### src/rtl/mi_pkg.sv
`timescale 1ns/1ps
package mi_pkg;
  typedef enum logic [2:0] {
    ST_I  = 3'd0,
    ST_M  = 3'd1,
    ST_IS = 3'd2,
    ST_IM = 3'd3,
    ST_MI = 3'd4,
    ST_II = 3'd5
  } mi_state_e;

  localparam logic [1:0] CPU_LOAD   = 2'd0;
  localparam logic [1:0] CPU_IFETCH = 2'd1;
  localparam logic [1:0] CPU_STORE  = 2'd2;
  localparam logic [1:0] CPU_ATOMIC = 2'd3;

  localparam logic REQ_GETX = 1'b0;
  localparam logic REQ_PUTX = 1'b1;

  localparam logic [1:0] FWD_GETX   = 2'd0;
  localparam logic [1:0] FWD_WBACK  = 2'd1;
  localparam logic [1:0] FWD_WBNACK = 2'd2;

  localparam logic RSP_DATA = 1'b0;

  function automatic logic is_transient(input mi_state_e s);
    return (s == ST_IS) || (s == ST_IM) || (s == ST_MI) || (s == ST_II);
  endfunction
endpackage

### src/rtl/mi_line_store.sv
`timescale 1ns/1ps
module mi_line_store #(
  parameter int SET_BITS = 2,
  parameter int TAG_W    = 6,
  parameter int DW       = 16
) (
  input  logic                clk,
  input  logic                rst_n,
  input  logic [SET_BITS-1:0] rd_idx,
  output logic                rd_valid,
  output logic [TAG_W-1:0]    rd_tag,
  output mi_pkg::mi_state_e   rd_state,
  output logic [DW-1:0]       rd_data,
  input  logic                wr_en,
  input  logic [SET_BITS-1:0] wr_idx,
  input  logic                wr_valid,
  input  logic [TAG_W-1:0]    wr_tag,
  input  mi_pkg::mi_state_e   wr_state,
  input  logic [DW-1:0]       wr_data
);
  localparam int NUM_SETS = 1 << SET_BITS;

  logic              set_v   [NUM_SETS];
  logic [TAG_W-1:0]  set_tag [NUM_SETS];
  mi_pkg::mi_state_e set_st  [NUM_SETS];
  logic [DW-1:0]     set_dat [NUM_SETS];

  for (genvar g = 0; g < NUM_SETS; g++) begin : g_set
    logic hit_wr;
    assign hit_wr = wr_en && (wr_idx == SET_BITS'(g));

    always_ff @(posedge clk or negedge rst_n) begin
      if (!rst_n) begin
        set_v[g] <= 1'b0;
      end else if (hit_wr) begin
        set_v[g] <= wr_valid;
      end
    end

    always_ff @(posedge clk) begin
      if (hit_wr) begin
        set_tag[g] <= wr_tag;
        set_st[g]  <= wr_state;
        set_dat[g] <= wr_data;
      end
    end
  end

  always_comb begin
    rd_valid = set_v[rd_idx];
    rd_tag   = set_tag[rd_idx];
    rd_state = set_st[rd_idx];
    rd_data  = set_dat[rd_idx];
  end
endmodule

### src/rtl/mi_txn_buf.sv
`timescale 1ns/1ps
module mi_txn_buf #(
  parameter int NUM_TBE = 2,
  parameter int AW      = 8,
  parameter int DW      = 16
) (
  input  logic              clk,
  input  logic              rst_n,
  input  logic [AW-1:0]     lk_addr,
  output logic              lk_hit,
  output mi_pkg::mi_state_e lk_state,
  output logic [DW-1:0]     lk_data,
  output logic              has_free,
  input  logic              alloc_en,
  input  logic [AW-1:0]     alloc_addr,
  input  mi_pkg::mi_state_e alloc_state,
  input  logic [DW-1:0]     alloc_data,
  input  logic              upd_en,
  input  mi_pkg::mi_state_e upd_state,
  input  logic              rel_en
);
  localparam int IW = (NUM_TBE > 1) ? $clog2(NUM_TBE) : 1;

  logic              ent_v    [NUM_TBE];
  logic [AW-1:0]     ent_addr [NUM_TBE];
  mi_pkg::mi_state_e ent_st   [NUM_TBE];
  logic [DW-1:0]     ent_dat  [NUM_TBE];
  logic [IW-1:0]     free_idx;
  logic [IW-1:0]     hit_idx;

  always_comb begin
    has_free = 1'b0;
    free_idx = '0;
    lk_hit   = 1'b0;
    hit_idx  = '0;
    for (int e = NUM_TBE - 1; e >= 0; e--) begin
      if (!ent_v[e]) begin
        has_free = 1'b1;
        free_idx = IW'(e);
      end
      if (ent_v[e] && (ent_addr[e] == lk_addr)) begin
        lk_hit  = 1'b1;
        hit_idx = IW'(e);
      end
    end
    lk_state = ent_st[hit_idx];
    lk_data  = ent_dat[hit_idx];
  end

  for (genvar g = 0; g < NUM_TBE; g++) begin : g_ent
    logic take, drop, upd;
    assign take = alloc_en && (free_idx == IW'(g));
    assign drop = rel_en && lk_hit && (hit_idx == IW'(g));
    assign upd  = upd_en && lk_hit && (hit_idx == IW'(g));

    always_ff @(posedge clk or negedge rst_n) begin
      if (!rst_n) begin
        ent_v[g] <= 1'b0;
      end else if (take) begin
        ent_v[g] <= 1'b1;
      end else if (drop) begin
        ent_v[g] <= 1'b0;
      end
    end

    always_ff @(posedge clk) begin
      if (take) begin
        ent_addr[g] <= alloc_addr;
        ent_st[g]   <= alloc_state;
        ent_dat[g]  <= alloc_data;
      end else if (upd) begin
        ent_st[g]   <= upd_state;
      end
    end
  end


  alloc_no_room_chk: assert property (@(posedge clk) disable iff (!rst_n)
    alloc_en |-> has_free);


  rel_without_entry_chk: assert property (@(posedge clk) disable iff (!rst_n)
    (rel_en || upd_en) |-> lk_hit);
endmodule

### src/rtl/mi_coh_ctrl.sv
`timescale 1ns/1ps
module mi_coh_ctrl
  import mi_pkg::*;
#(
  parameter int AW       = 8,
  parameter int SET_BITS = 2,
  parameter int DW       = 16,
  parameter int NUM_TBE  = 2,
  parameter int IDW      = 2
) (
  input  logic           clk,
  input  logic           rst_n,
  input  logic           cpu_req_valid,
  output logic           cpu_req_ready,
  input  logic [1:0]     cpu_req_type,
  input  logic [AW-1:0]  cpu_req_addr,
  input  logic           fwd_in_valid,
  output logic           fwd_in_ready,
  input  logic [1:0]     fwd_in_type,
  input  logic [AW-1:0]  fwd_in_addr,
  input  logic [IDW-1:0] fwd_in_requester,
  input  logic           rsp_in_valid,
  output logic           rsp_in_ready,
  input  logic           rsp_in_type,
  input  logic [AW-1:0]  rsp_in_addr,
  input  logic [DW-1:0]  rsp_in_data,
  output logic           req_out_valid,
  output logic           req_out_type,
  output logic [AW-1:0]  req_out_addr,
  output logic [DW-1:0]  req_out_data,
  output logic           rsp_out_valid,
  output logic [AW-1:0]  rsp_out_addr,
  output logic [IDW-1:0] rsp_out_dest,
  output logic [DW-1:0]  rsp_out_data,
  output logic           cpu_done_valid,
  output logic           cpu_done_store,
  output logic [AW-1:0]  cpu_done_addr,
  output logic [DW-1:0]  cpu_done_data,
  output logic           proto_err
);
  localparam int TAG_W = AW - SET_BITS;

  // channel selection and lookup address
  logic           use_rsp, use_fwd, use_cpu;
  logic [AW-1:0]  lk_addr;

  always_comb begin
    use_rsp = rsp_in_valid;
    use_fwd = !rsp_in_valid && fwd_in_valid;
    use_cpu = !rsp_in_valid && !fwd_in_valid && cpu_req_valid;
    if (use_rsp)      lk_addr = rsp_in_addr;
    else if (use_fwd) lk_addr = fwd_in_addr;
    else              lk_addr = cpu_req_addr;
  end

  // line store
  logic            ln_valid;
  logic [TAG_W-1:0] ln_tag;
  mi_state_e       ln_state;
  logic [DW-1:0]   ln_data;
  logic            ln_we, ln_wvalid;
  logic [TAG_W-1:0] ln_wtag;
  mi_state_e       ln_wstate;
  logic [DW-1:0]   ln_wdata;

  mi_line_store #(.SET_BITS(SET_BITS), .TAG_W(TAG_W), .DW(DW)) u_lines (
    .clk(clk), .rst_n(rst_n),
    .rd_idx(lk_addr[SET_BITS-1:0]),
    .rd_valid(ln_valid), .rd_tag(ln_tag), .rd_state(ln_state), .rd_data(ln_data),
    .wr_en(ln_we), .wr_idx(lk_addr[SET_BITS-1:0]), .wr_valid(ln_wvalid),
    .wr_tag(ln_wtag), .wr_state(ln_wstate), .wr_data(ln_wdata)
  );

  // transaction buffer
  logic          tb_hit, tb_free;
  mi_state_e     tb_state;
  logic [DW-1:0] tb_data;
  logic          tb_alloc, tb_upd, tb_rel;
  logic [AW-1:0] tb_aaddr;
  mi_state_e     tb_astate, tb_ustate;
  logic [DW-1:0] tb_adata;

  mi_txn_buf #(.NUM_TBE(NUM_TBE), .AW(AW), .DW(DW)) u_tbe (
    .clk(clk), .rst_n(rst_n), .lk_addr(lk_addr),
    .lk_hit(tb_hit), .lk_state(tb_state), .lk_data(tb_data), .has_free(tb_free),
    .alloc_en(tb_alloc), .alloc_addr(tb_aaddr), .alloc_state(tb_astate),
    .alloc_data(tb_adata), .upd_en(tb_upd), .upd_state(tb_ustate), .rel_en(tb_rel)
  );

  // next-state logic
  logic          tag_hit, cpu_is_store, err_set;
  mi_state_e     cur;
  logic [AW-1:0] victim_addr;
  logic          n_req_v, n_req_t;
  logic [AW-1:0] n_req_a;
  logic [DW-1:0] n_req_d;
  logic          n_rsp_v;
  logic [AW-1:0] n_rsp_a;
  logic [IDW-1:0] n_rsp_dst;
  logic [DW-1:0] n_rsp_d;
  logic          n_done_v, n_done_st;
  logic [AW-1:0] n_done_a;
  logic [DW-1:0] n_done_d;

  always_comb begin
    tag_hit      = ln_valid && (ln_tag == lk_addr[AW-1:SET_BITS]);
    cur          = tb_hit ? tb_state : (tag_hit ? ln_state : ST_I);
    victim_addr  = {ln_tag, lk_addr[SET_BITS-1:0]};
    cpu_is_store = (cpu_req_type == CPU_STORE) || (cpu_req_type == CPU_ATOMIC);

    cpu_req_ready = 1'b0;
    fwd_in_ready  = 1'b0;
    rsp_in_ready  = 1'b0;
    err_set       = 1'b0;
    ln_we     = 1'b0;
    ln_wvalid = ln_valid;
    ln_wtag   = ln_tag;
    ln_wstate = ln_state;
    ln_wdata  = ln_data;
    tb_alloc  = 1'b0;
    tb_aaddr  = lk_addr;
    tb_astate = ST_I;
    tb_adata  = '0;
    tb_upd    = 1'b0;
    tb_ustate = ST_I;
    tb_rel    = 1'b0;
    n_req_v   = 1'b0;
    n_req_t   = REQ_GETX;
    n_req_a   = lk_addr;
    n_req_d   = '0;
    n_rsp_v   = 1'b0;
    n_rsp_a   = lk_addr;
    n_rsp_dst = fwd_in_requester;
    n_rsp_d   = ln_data;
    n_done_v  = 1'b0;
    n_done_st = 1'b0;
    n_done_a  = lk_addr;
    n_done_d  = ln_data;

    if (use_rsp) begin
      rsp_in_ready = 1'b1;
      if ((rsp_in_type == RSP_DATA) && tag_hit && ((cur == ST_IS) || (cur == ST_IM))) begin
        ln_we     = 1'b1;
        ln_wstate = ST_M;
        ln_wdata  = rsp_in_data;
        tb_rel    = 1'b1;
        n_done_v  = 1'b1;
        n_done_st = (cur == ST_IM);
        n_done_d  = rsp_in_data;
      end else begin
        err_set = 1'b1;
      end
    end else if (use_fwd) begin
      case (fwd_in_type)
        FWD_GETX: begin
          if (cur == ST_M) begin
            fwd_in_ready = 1'b1;
            ln_we        = 1'b1;
            ln_wstate    = ST_I;
            n_rsp_v      = 1'b1;
          end else if (cur == ST_MI) begin
            fwd_in_ready = 1'b1;
            tb_upd       = 1'b1;
            tb_ustate    = ST_II;
            n_rsp_v      = 1'b1;
            n_rsp_d      = tb_data;
          end else if ((cur == ST_I) || (cur == ST_II)) begin
            fwd_in_ready = 1'b1;
            err_set      = 1'b1;
          end
        end
        FWD_WBACK: begin
          fwd_in_ready = 1'b1;
          if (cur == ST_MI) tb_rel = 1'b1;
          else              err_set = 1'b1;
        end
        FWD_WBNACK: begin
          fwd_in_ready = 1'b1;
          if (cur == ST_II) tb_rel = 1'b1;
          else              err_set = 1'b1;
        end
        default: begin
          fwd_in_ready = 1'b1;
          err_set      = 1'b1;
        end
      endcase
    end else if (use_cpu) begin
      if (is_transient(cur)) begin
        cpu_req_ready = 1'b0;
      end else if (!tag_hit && ln_valid) begin
        // replacement of the resident victim; request stays queued
        if (ln_state == ST_M) begin
          if (tb_free) begin
            tb_alloc  = 1'b1;
            tb_aaddr  = victim_addr;
            tb_astate = ST_MI;
            tb_adata  = ln_data;
            n_req_v   = 1'b1;
            n_req_t   = REQ_PUTX;
            n_req_a   = victim_addr;
            n_req_d   = ln_data;
            ln_we     = 1'b1;
            ln_wvalid = 1'b0;
          end
        end else if (ln_state == ST_I) begin
          ln_we     = 1'b1;
          ln_wvalid = 1'b0;
        end
      end else if (cur == ST_I) begin
        if (tb_free) begin
          cpu_req_ready = 1'b1;
          tb_alloc  = 1'b1;
          tb_astate = cpu_is_store ? ST_IM : ST_IS;
          ln_we     = 1'b1;
          ln_wvalid = 1'b1;
          ln_wtag   = lk_addr[AW-1:SET_BITS];
          ln_wstate = cpu_is_store ? ST_IM : ST_IS;
          n_req_v   = 1'b1;
        end
      end else begin
        cpu_req_ready = 1'b1;
        n_done_v      = 1'b1;
        n_done_st     = cpu_is_store;
      end
    end
  end

  // registers
  always_ff @(posedge clk or negedge rst_n) begin
    if (!rst_n) begin
      req_out_valid  <= 1'b0;
      rsp_out_valid  <= 1'b0;
      cpu_done_valid <= 1'b0;
      proto_err      <= 1'b0;
    end else begin
      req_out_valid  <= n_req_v;
      rsp_out_valid  <= n_rsp_v;
      cpu_done_valid <= n_done_v;
      if (err_set) proto_err <= 1'b1;
    end
  end

  always_ff @(posedge clk) begin
    if (n_req_v) begin
      req_out_type <= n_req_t;
      req_out_addr <= n_req_a;
      req_out_data <= n_req_d;
    end
    if (n_rsp_v) begin
      rsp_out_addr <= n_rsp_a;
      rsp_out_dest <= n_rsp_dst;
      rsp_out_data <= n_rsp_d;
    end
    if (n_done_v) begin
      cpu_done_store <= n_done_st;
      cpu_done_addr  <= n_done_a;
      cpu_done_data  <= n_done_d;
    end
  end


  err_sticky_chk: assert property (@(posedge clk) disable iff (!rst_n)
    proto_err |=> proto_err);


  rsp_first_chk: assert property (@(posedge clk) disable iff (!rst_n)
    rsp_in_valid |-> (!fwd_in_ready && !cpu_req_ready));


  fwd_over_cpu_chk: assert property (@(posedge clk) disable iff (!rst_n)
    fwd_in_valid |-> !cpu_req_ready);


  done_source_chk: assert property (@(posedge clk) disable iff (!rst_n)
    $rose(cpu_done_valid) |-> $past((rsp_in_valid && rsp_in_ready) || (cpu_req_valid && cpu_req_ready)));


  rsp_out_source_chk: assert property (@(posedge clk) disable iff (!rst_n)
    rsp_out_valid |-> $past(fwd_in_valid && fwd_in_ready));


  get_no_data_chk: assert property (@(posedge clk) disable iff (!rst_n)
    (req_out_valid && (req_out_type == REQ_GETX)) |-> (req_out_data == '0));
endmodule

### config.mk
export PLATFORM = sky130hd
export DESIGN_NAME = mi_coh_ctrl
export DESIGN_NICKNAME = d
export VERILOG_FILES = /design/src/rtl/mi_pkg.sv /design/src/rtl/mi_line_store.sv /design/src/rtl/mi_txn_buf.sv /design/src/rtl/mi_coh_ctrl.sv
export SDC_FILE = /design/constraint.sdc
export NUM_CORES = 1
export LEC_CHECK = 0
export ABC_AREA = 1
export ABC_CLOCK_PERIOD_IN_PS = 3750
export CORE_MARGIN = 4
export CORE_UTILIZATION = 48
export CTS_CLUSTER_DIAMETER = 120
export CTS_CLUSTER_SIZE = 16
export DETAILED_ROUTE_END_ITERATION = 7
export DONT_BUFFER_PORTS = 1
export GPL_ROUTABILITY_DRIVEN = 0
export HOLD_SLACK_MARGIN = 0.05
export PLACE_DENSITY_LB_ADDON = 0.1
export SYNTH_ARGS = -nofsm -noshare
export SYNTH_HDL_FRONTEND = slang
export SYNTH_SLANG_ARGS = --single-unit
export TNS_END_PERCENT = 50
### constraint.sdc
create_clock -name clk -period 3.75 [get_ports clk]
set_clock_uncertainty 0.2 [all_clocks]
set_input_delay 0.375 -clock clk [delete_from_list [all_inputs] [get_ports clk]]
set_output_delay 0.375 -clock clk [all_outputs]
set_load 0.05 [all_outputs]
==> Word level (Yosys, flattened, before mapping) <==
Memories as Yosys holds them, arrays and structs flattened.
Cells that the tools add are included.
{ "totals": {"mem_count": 6, "mem_bits_rw": 154, "reg_bits": 86, "word_cells": 299} }
{ "classes": {"bitwise_logic": 8, "n_mux": 201, "n_reduce_logical": 48, "n_lt_le_gt_ge": 1, "eq_ne": 16} }
{ "memory_table": {"columns": ["name", "words", "width", "read_ports", "rd_ports_with_merged_regs", "write_ports", "line_no", "source"], "rows": [
  ["u_lines.set_dat", 4, 16, 1, 0, 1, "mi_line_store.sv:26", "logic [DW-1:0] set_dat [NUM_SETS];"],
  ["u_tbe.ent_dat", 2, 16, 1, 0, 1, "mi_txn_buf.sv:27", "logic [DW-1:0] ent_dat [NUM_TBE];"],
  ["u_lines.set_tag", 4, 6, 1, 0, 1, "mi_line_store.sv:24", "logic [TAG_W-1:0] set_tag [NUM_SETS];"],
  ["u_tbe.ent_addr", 2, 8, 2, 0, 1, "mi_txn_buf.sv:25", "logic [AW-1:0] ent_addr [NUM_TBE];"],
  ["u_lines.set_st", 4, 3, 1, 0, 1, "mi_line_store.sv:25", "mi_pkg::mi_state_e set_st [NUM_SETS];"],
  ["u_tbe.ent_st", 2, 3, 1, 0, 1, "mi_txn_buf.sv:26", "mi_pkg::mi_state_e ent_st [NUM_TBE];"]
]} }
{ "ops": {"columns": ["cell", "n"], "rows": [
  ["2-to-1 mux 16 bit", 18],
  ["2-to-1 mux 1 bit", 119],
  ["2-to-1 mux 3 bit", 30],
  ["2-to-1 mux 8 bit", 10],
  ["OR reduction 16 bit", 4],
  ["2-to-1 mux 6 bit", 10],
  ["2-to-1 mux 2 bit", 11],
  ["logical AND 1 bit", 21],
  ["OR reduction 6 bit", 3],
  ["equality test 8 bit", 2],
  ["OR reduction 3 bit", 4],
  ["equality test 2 bit, second input constant", 5],
  ["OR reduction 8 bit", 1],
  ["equality test 3 x 1 -> 1 bit, second input constant", 2],
  ["equality test 3 x 2 -> 1 bit, second input constant", 2],
  ["equality test 3 bit, second input constant", 2],
  ["equality test 6 bit", 1],
  ["logical NOT 3 bit", 2],
  ["logical OR 1 bit", 5],
  ["inverter 1 bit", 5],
  ["OR reduction 5 bit", 1],
  ["equality test 2 x 1 -> 1 bit, second input constant", 2],
  ["logical NOT 2 bit", 2],
  ["nonzero test 2 bit", 2],
  ["7 further kinds", 10]
]} }

==> Logic depth before layout (Yosys ltp) <==
{ "logic_depth": {"depth_word": 26, "depth_mapped": 25, "ltp_nobuf": 23} }

==> By module <==
From an unflattened synthesis, not the netlist that was laid out.
{ "hier_totals": {"hier_cells": 1093, "hier_area_um2": 11182.0} }
{ "modules_own_cells": {"columns": ["mod", "cells_each", "area_per_inst_um2", "n_inst"], "rows": [
  ["mi_line_store", 430, 4490.6, 1],
  ["mi_coh_ctrl", 408, 4068.9, 1],
  ["mi_txn_buf", 255, 2622.5, 1]
]} }

==> Worst setup path before layout <==
No wires, ideal clock.
{ "synth_timing": {"path_kind": "input port to flip-flop", "start": "input rsp_in_valid", "end": "register rsp_out_addr[0] (enable)", "stages": 16, "required_ns": 3.099, "t_arrival_ns": 4.029, "path_slack_ns": -0.930, "path_buffers": 2, "cell_sequence": "buf_4 nor2_4 nand2_1 nand3_2 buf_6 xor2_1 nand4_1 nor2_1 nor2_1 nand2_1 nand2_1 clkinv_1 nand2_4 inv_2 nand3_1 o31ai_1"} }
{ "synth_via": {"elab_chain_cells": 17, "word_cells_on_any_way": 29, "classes_between": "5 x eq/ne; 15 x mux; 1 x bitwise; 5 x reduce/logical; 3 x memory"} }
{ "synth_lines": {"columns": ["element", "line_no", "source"], "rows": [
  ["start: declaration", "mi_coh_ctrl.sv:22", "input logic rsp_in_valid,"],
  ["branches (longest 16 deep; another with memory read (2 x 3 bit))", null, null],
  ["2-to-1 mux 1 bit (*)", "mi_coh_ctrl.sv:140", "if (use_rsp) begin"],
  ["net n_rsp_v", "mi_coh_ctrl.sv:97", "logic n_rsp_v;"],
  ["end signal: assignment", "mi_coh_ctrl.sv:250", "rsp_out_addr <= n_rsp_a;"],
  ["end: declaration", "mi_coh_ctrl.sv:32", "output logic [AW-1:0] rsp_out_addr,"]
]} }
Mark *: on every way through the listed nets, which the timed path passes. The select of a mux whose other input is x is not followed.
A chain may end at the register's enable or synchronous reset.

==> Worst setup path in the final report <==
{ "layout_timing": {"start": "input rsp_in_valid", "end": "register proto_err"} }
{ "layout_via": {"elab_chain_cells": 19, "word_cells_on_any_way": 41, "classes_between": "8 x eq/ne; 19 x mux; 1 x bitwise; 10 x reduce/logical; 3 x memory"} }
{ "layout_lines": {"columns": ["element", "line_no", "source"], "rows": [
  ["branches (longest 18 deep; another with memory read (2 x 3 bit))", null, null],
  ["2-to-1 mux 1 bit (*)", "mi_coh_ctrl.sv:140", null],
  ["end signal: assignment", "mi_coh_ctrl.sv:234", "proto_err <= 1'b0;"],
  ["end signal: assignment", "mi_coh_ctrl.sv:239", "if (err_set) proto_err <= 1'b1;"],
  ["end: declaration", "mi_coh_ctrl.sv:39", "output logic proto_err"]
]} }
Mark *: on every way between the ends. The select of a mux whose other input is x is not followed.

==> metrics <==
status completed; die width 155 µm; CP arrival 3.73 ns; die area 23900 µm²; initial antenna violation count 0; Starting Density 48.9%; WP data required 3.94 ns; Worst Tran Pin Value roughly 0.7 ns; setup bufs post-CTS 0; Slew Viols, Final 0; Die Span Y 155 µm; Post-Synthesis Cells slightly above 900; Final Hold Fails 0; CP most frequent cell nand2_1; max-cap viol count 0; largest cells by area after synthesis edfxtp_1, nand2_1, inv_1; number of global-route vias before repair approximately 7000; nets about 1000; syn_nets 966; f_max 282 MHz; hpwl dp 17.0 mm; Pwr Density 476 nW/µm²; FP Rows 53; post-place setup slack approximately 0.09 ns; post-synthesis mux area share 0%; fin util 56.5%; Syn-to-layout area delta 15.6%; Compound-Gate Fraction of Synth Area 5.98%; GRT overflow 0; Min Hold Slack slightly above 0.05 ns; crit-path cells nor2_4, buf_4, nand2_1, nand3_1, nand2_1, o21ai_1, inv_1, nand2_1, nor2_1, nand3_1, nand2_2, o21ai_1, nand2_1, nand2_4, nand2_2, inv_2, nand2_1, nand2_1, dlygate4sd3_1, nand2_1, dlygate4sd3_1; XOR/XNOR Fraction of Synth Area less than 1%; Non-Filler Instances 1279; adder-cell share of the synthesized area 0.486%; asr flop ratio synth under 10%; Leak approximately 4.7 nW; EDFF count, synth 229; Finished Cell Area 11900 µm²; Mapped Area approximately 10000 µm²; first-pass GRT wire length between 30 and 40 mm; dpl cells approximately 1200; main combinational cell family by area after synthesis simple AND/OR/NAND/NOR gates; Synth area leader edfxtp_1; CTS tree done; # diodes 0; Worst slew margin 52.4%; pin count of the biggest net entering global routing 28; Netlist cell types 39; PnR worst setup slack 0.208 ns; top cell type's share of synthesized area ~67%; RSZ-0062 raised after global routing false; Fill cells around 1800; crit path max fanout 15; io pins 135; Worst-path clk slew 0.07 ns; min cycle time layout between 3 and 4 ns; Routed Antenna Nets 0; critical path type primary input to flip-flop; CP Capture Type flip-flop; slowest CP cell dlygate4sd3_1; core area between 20000 and 25000 µm²; ratio of cells with drive above 1 in the final layout 13.7%; Critical Path Source Type primary input; Routed wire per std cell 19.0 µm; 1st-pass router iterations 5; Clock Root Buffer clkbuf_16; Avg Vias per Cell 5.40; # H-tree levels 1; YS warnings 0; Post-Route WL approximately 24 mm; VDD IR-drop max 0.000312 V; CTS Buf Count 18; initial detailed-routing violation count between 500 and 600; CP max stage delay 0.58 ns; syn avg cell area about 11 µm²; Post-synth top flop edfxtp_1; later-pin clock latency in the skew report 0.50 ns; number of synthesized register bits 240; drt drc 0; DP Area 11200 µm²; global-route usage over all layers 20.1%; Hold Crit Class primary input to flip-flop; IO Port Bufs 0; Synth Area in Simple Gates 18.7%; CTS Buffer Depth 3; vias 6901; CTS sink cnt 240; ratio of final minimum period to clock period 94.5%; sequential-to-total area share from yosys stat between 60% and 70%; Final setup viols 0
==> registers in the layout, indices dropped and copies added, names as in the netlist, 2 cells and up <==
name             cells
u_tbe.ent_dat       32
req_out_data        16
cpu_done_data       16
u_tbe.ent_v          2
u_lines.set_v        4
rsp_out_addr         8
req_out_addr         8
cpu_done_addr        8
u_lines.set_tag     24
u_lines.set_dat     64
rsp_out_data        16
u_lines.set_st      12
u_tbe.ent_st         6
rsp_out_dest         2
u_tbe.ent_addr      16
==> power by group <==
| group | leakage, nW | switching, mW | internal (mW) |
|---|---|---|---|
| clock | 0.243 | 0.870 | 0.909 |
| combinational | 2.29 | 0.461 | 0.235 |
| sequential | 2.22 | 0.106 | 3.10 |
| total | 4.75 | 1.44 | 4.24 |
==> worst max-delay path, delay by kind of cell <==
kind,cells,cell delay [ns]
buffers and inverters,5,1.46
AOI/OAI and AO/OA,2,0.27
and+or+nand+nor,14,1.62
==> layer usage <==
metal	up-vias	wire, µm	global-route usage [%]
met1	3341	10900	29.0
met2	232	11500	33.3
met4	0	202	3.11
met5	-	0	0
li1	3306	-	-
met3	22	1580	3.19
==> synthesized netlist by cell type (all sizes together), types with 2 or more instances <==
cell / instances
a22o: 9
nand2: 292
nand3: 47
clkbuf: 4
inv: 102
a22oi: 5
nand4: 26
edfxtp: 229
a21oi: 7
dfrtp: 10
nor3: 3
buf: 23
a221oi: 16
nand3b: 4
nor2: 58
ha: 4
and2: 2
o22ai: 2
o21ai: 61
==> through the flow <==
| step | setup TNS (ns) | total power, mW |
|---|---|---|
| floorplan | -2.05 | 3.66 |
| global placement | 0 | 3.91 |
| detailed placement | 0 | 3.93 |
| CTS | 0 | 5.73 |
| global route | 0 | 5.93 |
| finish | 0 | 5.68 |
==> path summary, 6_finish.rpt <==
check / start / to / slack, ns / cells after the start
max in group asynchronous: rst_n / u_tbe.ent_v[1]$_DFFE_PN0P_ / 2.82 / 1
min reg2reg: u_tbe.ent_st[1][1]$_SDFFE_PP0P_ / u_tbe.ent_st[1][1]$_SDFFE_PP0P_ / 0.27 / 2
min: rsp_in_data[15] / u_lines.set_dat[2][15]$_DFFE_PP_ / 0.05 / 2
max reg2reg: u_tbe.ent_addr[0][9]$_DFFE_PP_ / proto_err$_DFFE_PN0P_ / 0.26 / 18
max: rsp_in_valid / proto_err$_DFFE_PN0P_ / 0.21 / 21
min in group asynchronous: rst_n / proto_err$_DFFE_PN0P_ / 0.13 / 1
==> repair_timing <==
action / in CTS / in global routing
resized for setup: 0 / 6
endpoints found under the setup margin: 0 / 2
hold buffers: 18 / 0
hold endpoints to repair: 71 / 0
==> cells by family (layout without fill, tap and decap cells) <==
logic type / after synthesis / count (layout)
adders and majority gates: 4 / 4
xor gates and xnor gates: 1 / 1
DFF: 240 / 240
AOI/OAI and AO/OA: 101 / 101
and+or+nand+nor: 434 / 434
buffers and inverters: 130 / 224
==> cell usage in the layout, fill, tap and decap left out, types with 12 or more instances in the layout <==
cell	synthesis	routed
a221oi_1	16	16
o21ai_1	47	47
buf_4	6	59
inv_1	91	90
dlygate4sd3_1	0	18
clkbuf_1	4	12
o21ai_0	14	14
nand2_1	284	284
nand3_1	40	38
clkbuf_16	0	18
nor2_1	49	47
edfxtp_1	229	229
buf_12	0	13
nand4_1	25	25
==> layout make-up <==
type / count / area, µm² / area share [%]
clock buffers: 30 / 495 / 4.16
well taps: 275 / 344 / 2.89
multi-input cells: 540 / 2640 / 22.2
clock inverters: 1 / 16.3 / 0.136
inverters: 103 / 390 / 3.27
repair buffers: 90 / 883 / 7.41
flip-flops and latches: 240 / 7150 / 60.0
Note: power is estimated with default switching activity, not from simulation.
